==> src/rtl/pmc_pkg.sv <==
package pmc_pkg;
  typedef enum logic [1:0] {
    MODE_FAST = 2'd0,
    MODE_SLOW = 2'd1,
    MODE_IDLE = 2'd2,
    MODE_STOP = 2'd3
  } mode_e;

  typedef enum logic [2:0] {
    ST_FAST,
    ST_SLOW,
    ST_SWITCH,
    ST_IDLE,
    ST_STOP
  } state_e;
endpackage

==> src/rtl/pmc_ext_sync.sv <==
module pmc_ext_sync #(
  parameter int N_EXT = 3
) (
  input  logic             clk_i,
  input  logic             rst_ni,
  input  logic [N_EXT-1:0] pin_i,
  input  logic [N_EXT-1:0] rise_i,
  output logic [N_EXT-1:0] edge_o,
  output logic [N_EXT-1:0] raw_edge_o
);
  logic [N_EXT-1:0] s1_q, s2_q, s3_q;

  always_ff @(posedge clk_i or negedge rst_ni) begin
    if (!rst_ni) begin
      s1_q <= '0;
      s2_q <= '0;
      s3_q <= '0;
    end else begin
      s1_q <= pin_i;
      s2_q <= s1_q;
      s3_q <= s2_q;
    end
  end

  for (genvar g = 0; g < N_EXT; g++) begin : g_pin
    assign edge_o[g]     = rise_i[g] ? (s2_q[g] & ~s3_q[g]) : (~s2_q[g] & s3_q[g]);
    // raw pin against last synchronized level: usable while clocks are stopped
    assign raw_edge_o[g] = rise_i[g] ? (pin_i[g] & ~s2_q[g]) : (~pin_i[g] & s2_q[g]);
  end
endmodule

==> src/rtl/pmc_wake_qual.sv <==
module pmc_wake_qual #(
  parameter int N_EXT = 3,
  parameter int PB_W  = 8
) (
  input  logic             clk_i,
  input  logic             rst_ni,
  input  logic             in_idle_i,
  input  logic             in_stop_i,
  input  logic [N_EXT-1:0] ext_edge_i,
  input  logic [N_EXT-1:0] ext_raw_edge_i,
  input  logic [PB_W-1:0]  port_b_i,
  input  logic             tbt_irq_i,
  input  logic             tbt_slow_i,
  input  logic             pwm_irq_i,
  input  logic             pwm_slow_i,
  output logic             wake_o
);
  logic [PB_W-1:0] pb_s1_q, pb_s2_q;
  logic pb_low_sync, pb_low_raw, idle_wake, stop_wake;

  always_ff @(posedge clk_i or negedge rst_ni) begin
    if (!rst_ni) begin
      pb_s1_q <= '1;
      pb_s2_q <= '1;
    end else begin
      pb_s1_q <= port_b_i;
      pb_s2_q <= pb_s1_q;
    end
  end

  assign pb_low_sync = ~&pb_s2_q;
  assign pb_low_raw  = ~&port_b_i;

  assign idle_wake = (|ext_edge_i) | pb_low_sync
                   | (tbt_irq_i & tbt_slow_i) | (pwm_irq_i & pwm_slow_i);
  // no clock runs in stop: timers cannot fire, only pin levels count
  assign stop_wake = (|ext_raw_edge_i) | pb_low_raw;

  assign wake_o = (in_idle_i & idle_wake) | (in_stop_i & stop_wake);
endmodule

==> src/rtl/pmc_clk_div.sv <==
module pmc_clk_div #(
  parameter int SEL_W = 2
) (
  input  logic             clk_i,
  input  logic             rst_ni,
  input  logic             run_i,
  input  logic [SEL_W-1:0] div_sel_i,
  output logic             tick_o
);
  localparam int CNT_W = (1 << SEL_W) - 1;

  logic [CNT_W-1:0] cnt_q, mask;

  always_comb begin
    for (int b = 0; b < CNT_W; b++) mask[b] = (b < int'(div_sel_i));
  end

  always_ff @(posedge clk_i or negedge rst_ni) begin
    if (!rst_ni)     cnt_q <= '0;
    else if (!run_i) cnt_q <= '0;
    else             cnt_q <= cnt_q + 1'b1;
  end

  assign tick_o = run_i && ((cnt_q & mask) == mask);
endmodule

==> src/rtl/pwr_mode_ctrl.sv <==
module pwr_mode_ctrl
  import pmc_pkg::*;
#(
  parameter int N_EXT      = 3,
  parameter int PB_W       = 8,
  parameter int DIV_SEL_W  = 2,
  parameter int GAP_CYCLES = 2
) (
  input  logic                 clk_i,
  input  logic                 rst_ni,
  input  logic                 req_valid_i,
  input  logic [1:0]           req_mode_i,
  input  logic [DIV_SEL_W-1:0] div_sel_i,
  input  logic [N_EXT-1:0]     ext_pin_i,
  input  logic [N_EXT-1:0]     ext_rise_i,
  input  logic [PB_W-1:0]      port_b_i,
  input  logic                 tbt_irq_i,
  input  logic                 tbt_slow_src_i,
  input  logic                 pwm_irq_i,
  input  logic                 pwm_slow_src_i,
  output logic [1:0]           mode_o,
  output logic                 fast_osc_en_o,
  output logic                 slow_osc_en_o,
  output logic                 cpu_fast_sel_o,
  output logic                 cpu_slow_sel_o,
  output logic                 cpu_tick_o,
  output logic                 wdt_en_o,
  output logic                 wake_o,
  output logic [N_EXT-1:0]     ext_irq_o
);
  localparam int GAP_W = $clog2(GAP_CYCLES + 1);
  localparam logic [GAP_W-1:0] GAP_LAST = GAP_W'(GAP_CYCLES - 1);

  state_e           state_q, state_d;
  logic             ret_slow_q, ret_slow_d;
  logic             tgt_slow_q, tgt_slow_d;
  logic [GAP_W-1:0] gap_q, gap_d;
  logic             wake_q, wake_d;
  logic [N_EXT-1:0] ext_edge, ext_raw_edge;
  logic             wake_req, in_idle, in_stop;
  mode_e            mode;

  pmc_ext_sync #(.N_EXT(N_EXT)) u_ext_sync (
    .clk_i      (clk_i),
    .rst_ni     (rst_ni),
    .pin_i      (ext_pin_i),
    .rise_i     (ext_rise_i),
    .edge_o     (ext_edge),
    .raw_edge_o (ext_raw_edge)
  );

  assign in_idle = (state_q == ST_IDLE);
  assign in_stop = (state_q == ST_STOP);

  pmc_wake_qual #(.N_EXT(N_EXT), .PB_W(PB_W)) u_wake_qual (
    .clk_i          (clk_i),
    .rst_ni         (rst_ni),
    .in_idle_i      (in_idle),
    .in_stop_i      (in_stop),
    .ext_edge_i     (ext_edge),
    .ext_raw_edge_i (ext_raw_edge),
    .port_b_i       (port_b_i),
    .tbt_irq_i      (tbt_irq_i),
    .tbt_slow_i     (tbt_slow_src_i),
    .pwm_irq_i      (pwm_irq_i),
    .pwm_slow_i     (pwm_slow_src_i),
    .wake_o         (wake_req)
  );

  always_comb begin
    state_d    = state_q;
    ret_slow_d = ret_slow_q;
    tgt_slow_d = tgt_slow_q;
    gap_d      = gap_q;
    wake_d     = 1'b0;
    unique case (state_q)
      ST_FAST, ST_SLOW: begin
        if (req_valid_i) begin
          unique case (mode_e'(req_mode_i))
            MODE_FAST: if (state_q == ST_SLOW) begin
              state_d    = ST_SWITCH;
              tgt_slow_d = 1'b0;
              gap_d      = '0;
            end
            MODE_SLOW: if (state_q == ST_FAST) begin
              state_d    = ST_SWITCH;
              tgt_slow_d = 1'b1;
              gap_d      = '0;
            end
            MODE_IDLE: begin
              state_d    = ST_IDLE;
              ret_slow_d = (state_q == ST_SLOW);
            end
            MODE_STOP: begin
              state_d    = ST_STOP;
              ret_slow_d = (state_q == ST_SLOW);
            end
            default: ;
          endcase
        end
      end
      ST_SWITCH: begin
        if (gap_q == GAP_LAST) state_d = tgt_slow_q ? ST_SLOW : ST_FAST;
        else                   gap_d   = gap_q + 1'b1;
      end
      ST_IDLE, ST_STOP: begin
        if (wake_req) begin
          state_d = ret_slow_q ? ST_SLOW : ST_FAST;
          wake_d  = 1'b1;
        end
      end
      default: state_d = ST_FAST;
    endcase
  end

  always_ff @(posedge clk_i or negedge rst_ni) begin
    if (!rst_ni) begin
      state_q    <= ST_FAST;
      ret_slow_q <= 1'b0;
      tgt_slow_q <= 1'b0;
      gap_q      <= '0;
      wake_q     <= 1'b0;
    end else begin
      state_q    <= state_d;
      ret_slow_q <= ret_slow_d;
      tgt_slow_q <= tgt_slow_d;
      gap_q      <= gap_d;
      wake_q     <= wake_d;
    end
  end

  always_comb begin
    mode           = MODE_FAST;
    fast_osc_en_o  = 1'b0;
    slow_osc_en_o  = 1'b0;
    cpu_fast_sel_o = 1'b0;
    cpu_slow_sel_o = 1'b0;
    wdt_en_o       = 1'b1;
    unique case (state_q)
      ST_FAST: begin
        fast_osc_en_o  = 1'b1;
        slow_osc_en_o  = 1'b1;
        cpu_fast_sel_o = 1'b1;
      end
      ST_SLOW: begin
        mode           = MODE_SLOW;
        slow_osc_en_o  = 1'b1;
        cpu_slow_sel_o = 1'b1;
      end
      ST_SWITCH: begin
        mode          = tgt_slow_q ? MODE_SLOW : MODE_FAST;
        fast_osc_en_o = 1'b1;
        slow_osc_en_o = 1'b1;
      end
      ST_IDLE: begin
        mode          = MODE_IDLE;
        slow_osc_en_o = 1'b1;
        wdt_en_o      = 1'b0;
      end
      ST_STOP: begin
        mode     = MODE_STOP;
        wdt_en_o = 1'b0;
      end
      default: ;
    endcase
  end

  pmc_clk_div #(.SEL_W(DIV_SEL_W)) u_clk_div (
    .clk_i     (clk_i),
    .rst_ni    (rst_ni),
    .run_i     (cpu_fast_sel_o | cpu_slow_sel_o),
    .div_sel_i (div_sel_i),
    .tick_o    (cpu_tick_o)
  );

  assign mode_o    = mode;
  assign wake_o    = wake_q;
  assign ext_irq_o = ext_edge;
endmodule

==> config.mk <==
export PLATFORM = sky130hd
export DESIGN_NAME = pwr_mode_ctrl
export DESIGN_NICKNAME = d
export VERILOG_FILES = /design/src/rtl/pmc_pkg.sv /design/src/rtl/pmc_ext_sync.sv /design/src/rtl/pmc_wake_qual.sv /design/src/rtl/pmc_clk_div.sv /design/src/rtl/pwr_mode_ctrl.sv
export SDC_FILE = /design/constraint.sdc
export NUM_CORES = 1
export LEC_CHECK = 0
export CAP_MARGIN = 20
export CORE_ASPECT_RATIO = 1.1
export CORE_MARGIN = 2
export CORE_UTILIZATION = 49
export CTS_CLUSTER_DIAMETER = 150
export DETAILED_ROUTE_END_ITERATION = 8
export DONT_BUFFER_PORTS = 1
export PLACE_DENSITY = 0.66
export SLEW_MARGIN = 0
export SYNTH_ARGS = -nofsm -noshare
export SYNTH_HDL_FRONTEND = slang
export SYNTH_SLANG_ARGS = --single-unit
export TNS_END_PERCENT = 50
==> constraint.sdc <==
create_clock -name clk_i -period 1.9 [get_ports clk_i]
set_clock_uncertainty 0.2 [all_clocks]
set_input_delay 0.19 -clock clk_i [delete_from_list [all_inputs] [get_ports clk_i]]
set_output_delay 0.19 -clock clk_i [all_outputs]
set_load 0.005 [all_outputs]
# Yosys cells after proc, flatten, opt, wreduce, memory -nomap -nowiden
# Cells that the tools add are included.
dict set report word_totals {
  out_inout_bits 12
  input_bits 25
  regBits 36
  word_cells 120
}
dict set report op_classes {
  n_bitwise 32
  n_reduce_logical 20
  mux 34
  n_eq_ne 18
  n_addsub 2
  n_lt_le_gt_ge 3
}
# op n
set ops {}
lappend ops {{$mux W1} 18}
lappend ops {{$mux W3} 6}
lappend ops {{$and A1 B1 Y1} 16}
lappend ops {{$reduce_and A8 Y1} 2}
lappend ops {{$pmux W3 S4} 1}
lappend ops {{$ne A2 B2 Y1 const B} 5}
lappend ops {{$reduce_and A5 Y1} 2}
lappend ops {{$not A1 Y1} 9}
lappend ops {{$pmux W3 S3} 1}
lappend ops {{$mux W2} 4}
lappend ops {{$pmux W2 S2} 2}
lappend ops {{$pmux W2 S4} 1}
lappend ops {{$reduce_or A2 Y1} 4}
lappend ops {{$eq A3 B2 Y1 const B} 2}
lappend ops {{$ne A3 B3 Y1 const B} 2}
lappend ops {{$or A1 B1 Y1} 6}
lappend ops {{$reduce_and A6 Y1} 1}
lappend ops {{$reduce_or A3 Y1} 2}
lappend ops {{$eq A2 B1 Y1 const B} 2}
lappend ops {{$eq A2 B2 Y1 const B} 2}
lappend ops {{$lt A1 B2 Y1 const A} 2}
lappend ops {{$reduce_bool A2 Y1} 2}
lappend ops {{$reduce_or A4 Y1} 1}
lappend ops {{$add A3 B1 Y3 const B} 1}
lappend ops {{14 further kinds} 15}

# Logic depth before layout (Yosys ltp)
dict set report logic_depth {
  word_depth 11
  ltp_mapped 8
}

# Hierarchy
# A second synthesis with hierarchy kept.
dict set report hier_totals {
  cells_unflattened 129
  area_unflattened_um2 1539.0
}
# module area_per_inst_um2 instances cells_per_inst
set by_module_without_submodules {}
lappend by_module_without_submodules {pwr_mode_ctrl 579.3 1 63}
lappend by_module_without_submodules {pmc_wake_qual 494.2 1 26}
lappend by_module_without_submodules {pmc_ext_sync 327.8 1 27}
lappend by_module_without_submodules {pmc_clk_div 137.6 1 13}

# Least setup slack after synthesis
# No wires, ideal clock.
dict set report synth_path {
  kind {reg2reg}
  start {register gap_q[0]}
  end {register state_q[1]}
  synth_period_minus_slack_ns 2.029
  t_arrival_ns 1.704
  path_stages_with_launch 6
  path_slack_ns -0.129
  required_ns 1.575
  setup_time_ns 0.125
  path_cell_list {dfrtp_1 > ha_1 > or4_1 > a31oi_2 > nand2b_2 > mux2_4}
}
dict set report synth_via {
  elab_chain_cells 3
}
# item line
set synth_lines {}
lappend synth_lines {{from (decl)} pwr_mode_ctrl.sv:37} ;# logic [GAP_W-1:0] gap_q, gap_d;
lappend synth_lines {{from (signal assigned)} pwr_mode_ctrl.sv:127} ;# gap_q <= gap_d;
lappend synth_lines {{$eq A2 B1 Y1} pwr_mode_ctrl.sv:103} ;# if (gap_q == GAP_LAST) state_d = tgt_slow_q ? ST_SLOW : ST_FAST;
lappend synth_lines {{$ne A2 B2 Y1 (no source line)} -}
lappend synth_lines {{$reduce_and A5 Y1 (no source line)} -}
lappend synth_lines {{to (signal assigned)} pwr_mode_ctrl.sv:124} ;# state_q <= state_d;
lappend synth_lines {{to (decl)} pwr_mode_ctrl.sv:34} ;# state_e state_q, state_d;
# No other way between the ends.
# A chain may end at the register's enable or synchronous reset.

# Worst setup path in the final report
dict set report layout_path {
  start {register u_ext_sync.s2_q[1]}
  end {register state_q[1]}
}
dict set report layout_via {
  elab_chain_cells 11
  elab_cells_between_ends 18
  cone_classes {eq/ne (1); mux (2); bitwise (12); reduce/logical (3)}
}
# item line
set layout_lines {}
lappend layout_lines {{from (decl)} pmc_ext_sync.sv:11} ;# logic [N_EXT-1:0] s1_q, s2_q, s3_q;
lappend layout_lines {{from (signal assigned)} pmc_ext_sync.sv:20} ;# s2_q <= s1_q;
lappend layout_lines {{$not A1 Y1} {pmc_ext_sync.sv:26, pmc_ext_sync.sv:28}}
lappend layout_lines {{$and A1 B1 Y1} pmc_ext_sync.sv:26} ;# assign edge_o[g] = rise_i[g] ? (s2_q[g] & ~s3_q[g]) : (~s2_q[g] & s3_q[g]);
lappend layout_lines {{$mux W1} pmc_ext_sync.sv:26}
lappend layout_lines {{$reduce_or A3 Y1} pmc_wake_qual.sv:34} ;# assign idle_wake = (|ext_edge_i) | pb_low_sync
lappend layout_lines {{$or A1 B1 Y1} pmc_wake_qual.sv:34}
lappend layout_lines {{$or A1 B1 Y1 (2 in a row)} pmc_wake_qual.sv:35} ;# | (tbt_irq_i & tbt_slow_i) | (pwm_irq_i & pwm_slow_i);
lappend layout_lines {{$and A1 B1 Y1} pmc_wake_qual.sv:39} ;# assign wake_o = (in_idle_i & idle_wake) | (in_stop_i & stop_wake);
lappend layout_lines {{$or A1 B1 Y1 (*)} pmc_wake_qual.sv:39}
lappend layout_lines {{$ne A2 B1 Y1 (no source line) (*)} -}
lappend layout_lines {{$reduce_and A5 Y1 (no source line) (*)} -}
# Every way passes the cells marked *; elsewhere a longest branch is shown, timed or not.

==> impl_metrics.yaml <==
detailed_routing:
  dr.pass1.iters: 4
  drcViolationCount: 0
  routed_wl_mm: 3.024
  wl_per_cell_um: 15.67
  drt_iter0_drc: 33
  avgViaCountPerCell: 5.497
  via_count: 1061
  ant_nets: 0
pwr:
  p_sw_share_pct: 30.42
  internal_power_mw: 1.675
  power_mw: 2.407
  p_leak_nw: 0.8283
  clockPowerShare_pct: 24.5
  combinationalPowerShare_pct: 35.0
  p_sw_uw: 732.1
  ir_worst_vdd_v: 0.0008584
  p_seq_share_pct: 40.4
  powerDensity_nw_per_um2: 1251
grt:
  grt_pass1_vias: 1046
  antenna_found_initial: 0
  grt_max_degree: 37
  grt_use_total_pct: 20.05
  grt_pass1_wl_mm: 4.505
  grt_overflow_total: 0
cells_and_area:
  drive_gt1_share_pct: 39.38
  final_util_pct: 69.91
  syn_to_final_growth_pct: 36.23
  antenna_cells: 0
  postLayoutCellArea_um2: 1924
  nFillCells: 193
  nNetsFinal: 186
  instances_no_fill: 193
clock_network:
  cts_buffers: 5
  cts_tree: "built"
  cts_sinks: 36
  cts_root_buffer: "clkbuf_4"
  cts.path.max_buffers: 2
  clkSlewWorstSetupHoldPaths_ns: 0.11
  cts-htree-levels: 2
  clock_latency_ns: 0.33
synth:
  syn_area_um2: 1413
  yosysWarnings: 0
  synthesis.instances: 121
  seq_area_frac_synth_pct: 65.19
  synth_cell_type_count: 31
  syn_avg_cell_area_um2: 11.67
  ys_ff_latch: 36
  syn_nets: 148
worst_setup_path:
  cp_data_required_time_ns: 1.93
  critPathKind: "register to register"
  arrival_ns: 1.91
  r2r-start: "u_ext_sync.s2_q[1]"
  critPathSlowestCell: "dfrtp_1"
  crit_path_start_kind: "register"
  cp_top_family: "simple AND/OR/NAND/NOR gates"
  crit_start: "u_ext_sync.s2_q[1]"
  cp_cell_sequence: "buf_4 > nand2b_1 > o22ai_2 > nor3_2 > a21oi_2 > nand2b_4 > mux2_4"
  cp_max_fo: 4
  worst_path_largest_cell_delay_ns: 0.39
  path_buf_inv: 1
  endpoint_kind: "register"
timing:
  tightest_slew_ns: 0.3511
  setup_viol: 0
  finalHoldViolations: 0
  finalWorstSetupSlack_ns: 0.02148
  fmax_mhz: 532.3
  relSlewSlack_pct: 76.34
  final_max_slew_viol_count: 0
  rsz0062_at_grt: "yes"
  finalCritPeriodShare_pct: 98.87
  min_period_ns: 1.879
place:
  place_congestion: 0.7850
  io_buffers: 0
  dp_slack_ns: 0.007588
  dp_cells: 167
  placed_area_um2: 1573
  hpwl_mm: 1.954
floorplanning:
  die_w_um: 55.20
  initial_core_util_pct: 51.32
  io_pins: 37
  rows: 20
  die-area_um2: 3329
  dieHeight_um: 60.31
  core_um2: 2753
hold_path:
  worstHoldPathType: "input port to register"
  hp-start: "req_mode_i[0]"
run:
  cap_viol_max_count: 0
status:
  status: "finished, final reports clean"
==> metrics by stage <==
| step | hold slack, ns | setup TNS [ns] |
|---|---|---|
| finish | 0.02266 | 0 |
| global route | 0.03160 | -0.1035 |
| CTS | 0.01151 | 0 |
| detailed placement | -0.3045 | 0 |
| global placement | -0.3045 | 0 |
| floorplan | -0.3056 | 0 |
==> cell type report <==
cell class	instances	area, um^2	share of cell area (%)
Tap cell	33	41.29	2.146
Inverter	6	22.52	1.170
Sequential cell	36	922.1	47.92
Multi-Input combinational cell	78	549.3	28.54
Clock inverter	1	30.03	1.560
Clock buffer	7	65.06	3.381
Timing Repair Buffer	32	294.0	15.28
==> cell usage after synthesis <==
library cell	count	area, um^2
a41oi_1	1	8.760
dfstp_2	16	420.4
o21ai_0	8	40.04
o22ai_1	2	12.51
xor2_1	1	8.760
mux2i_1	1	10.01
nand2_1	6	22.52
or2_2	1	6.260
xnor2_1	1	8.760
mux2_4	1	15.01
nand2b_2	1	8.760
nand3_1	7	35.03
nor3_1	3	15.01
a21oi_1	9	45.04
and3b_1	3	26.28
nor2_1	15	56.30
or4_1	1	7.510
a22o_1	1	8.760
and2_1	1	6.260
nand3b_1	1	7.510
ha_1	2	25.02
nand2b_1	3	18.77
inv_2	1	3.750
nand4_1	4	25.02
dfrtp_1	20	500.5
a2111oi_2	1	15.01
inv_1	5	18.77
a31oi_2	1	12.51
and3_1	1	6.260
a31oi_1	2	12.51
buf_2	1	5.000
==> per-layer routing <==
| metal | GRT usage, % | vias to the layer above | share of wire [%] |
|---|---|---|---|
| li1 | - | 501 | - |
| met1 | 24.10 | 506 | 42 |
| met2 | 30.10 | 38 | 50 |
| met3 | 7.500 | 16 | 5.7 |
| met4 | 12.54 | 0 | 2.9 |
| met5 | 0 | - | 0 |
==> cell usage in the layout (no fill, tap or decap), types with 2 or more instances in the layout <==
master,Yosys,routed
a21oi_1,9,8
and3b_1,3,2
buf_4,0,15
clkbuf_4,0,5
clkbuf_8,0,2
dfrtp_1,20,19
dfstp_2,16,16
dlygate4sd3_1,0,15
inv_1,5,4
inv_2,1,2
nand2_1,6,5
nand2b_1,3,3
nand3_1,7,5
nand3_2,0,2
nand4_1,4,4
nor2_1,15,12
nor2_2,0,2
nor3_2,0,2
o21ai_0,8,8
==> kinds of logic (layout without fill, tap and decap cells) <==
kind of cell	after synthesis	after routing	synth area share [%]
AND/OR/NAND/NOR	47	47	17.10
AO/OA/AOI/OAI	25	25	10.98
buffers and inverters	7	46	1.948
flip-flops	36	36	65.19
adder cells (fa/ha/maj)	2	2	1.771
multiplexers	2	2	1.771
XOR/XNOR	2	2	1.240
==> state kept, by name, indices dropped and copies added, names as in the netlist <==
| register | flops |
|---|---|
| gap_q | 2 |
| ret_slow_q | 1 |
| state_q | 3 |
| tgt_slow_q | 1 |
| u_clk_div.cnt_q | 3 |
| u_ext_sync.s1_q | 3 |
| u_ext_sync.s2_q | 3 |
| u_ext_sync.s3_q | 3 |
| u_wake_qual.pb_s1_q | 8 |
| u_wake_qual.pb_s2_q | 8 |
| wake_o | 1 |
==> what timing repair did <==
action / CTS / global route
pin swaps: 0 / 3
gates resized for setup: 0 / 17
setup endpoints to repair: 1 / 6
hold buffers: 16 / 0
hold endpoints to repair: 54 / 0
setup buffers: 1 / 1
==> worst reg2reg max path: stages (launching register included) <==
cell and delay [ns]:
dfrtp_1 0.39, buf_4 0.15, nand2b_1 0.16, o22ai_2 0.19
nor3_2 0.09, a21oi_2 0.16, nand2b_4 0.15, mux2_4 0.29
==> power by group through the flow <==
stage                     registers [mW]  clock network [mW]  logic (mW)
after global placement             0.981                   0       0.669
after CTS                          0.972               0.604       0.756
after global routing               0.988               0.635       0.929
after floorplan                    0.973                   0       0.441
final                              0.973               0.591       0.843
after detailed placement           0.988                   0       0.688
==> path summary, 6_finish.rpt <==
path	cells past startpoint	endpoint	slack (ns)
setup reg to reg	7	state_q[1]	0.02
max in group asynchronous	2	u_wake_qual.pb_s2_q[3]	1.16
hold / removal	4	gap_q[1]	0.02
setup / recovery	7	state_q[1]	0.02
hold reg to reg	0	u_ext_sync.s2_q[2]	0.16
min in group asynchronous	2	wake_o	0.09
(Power assumes the default switching activity.)
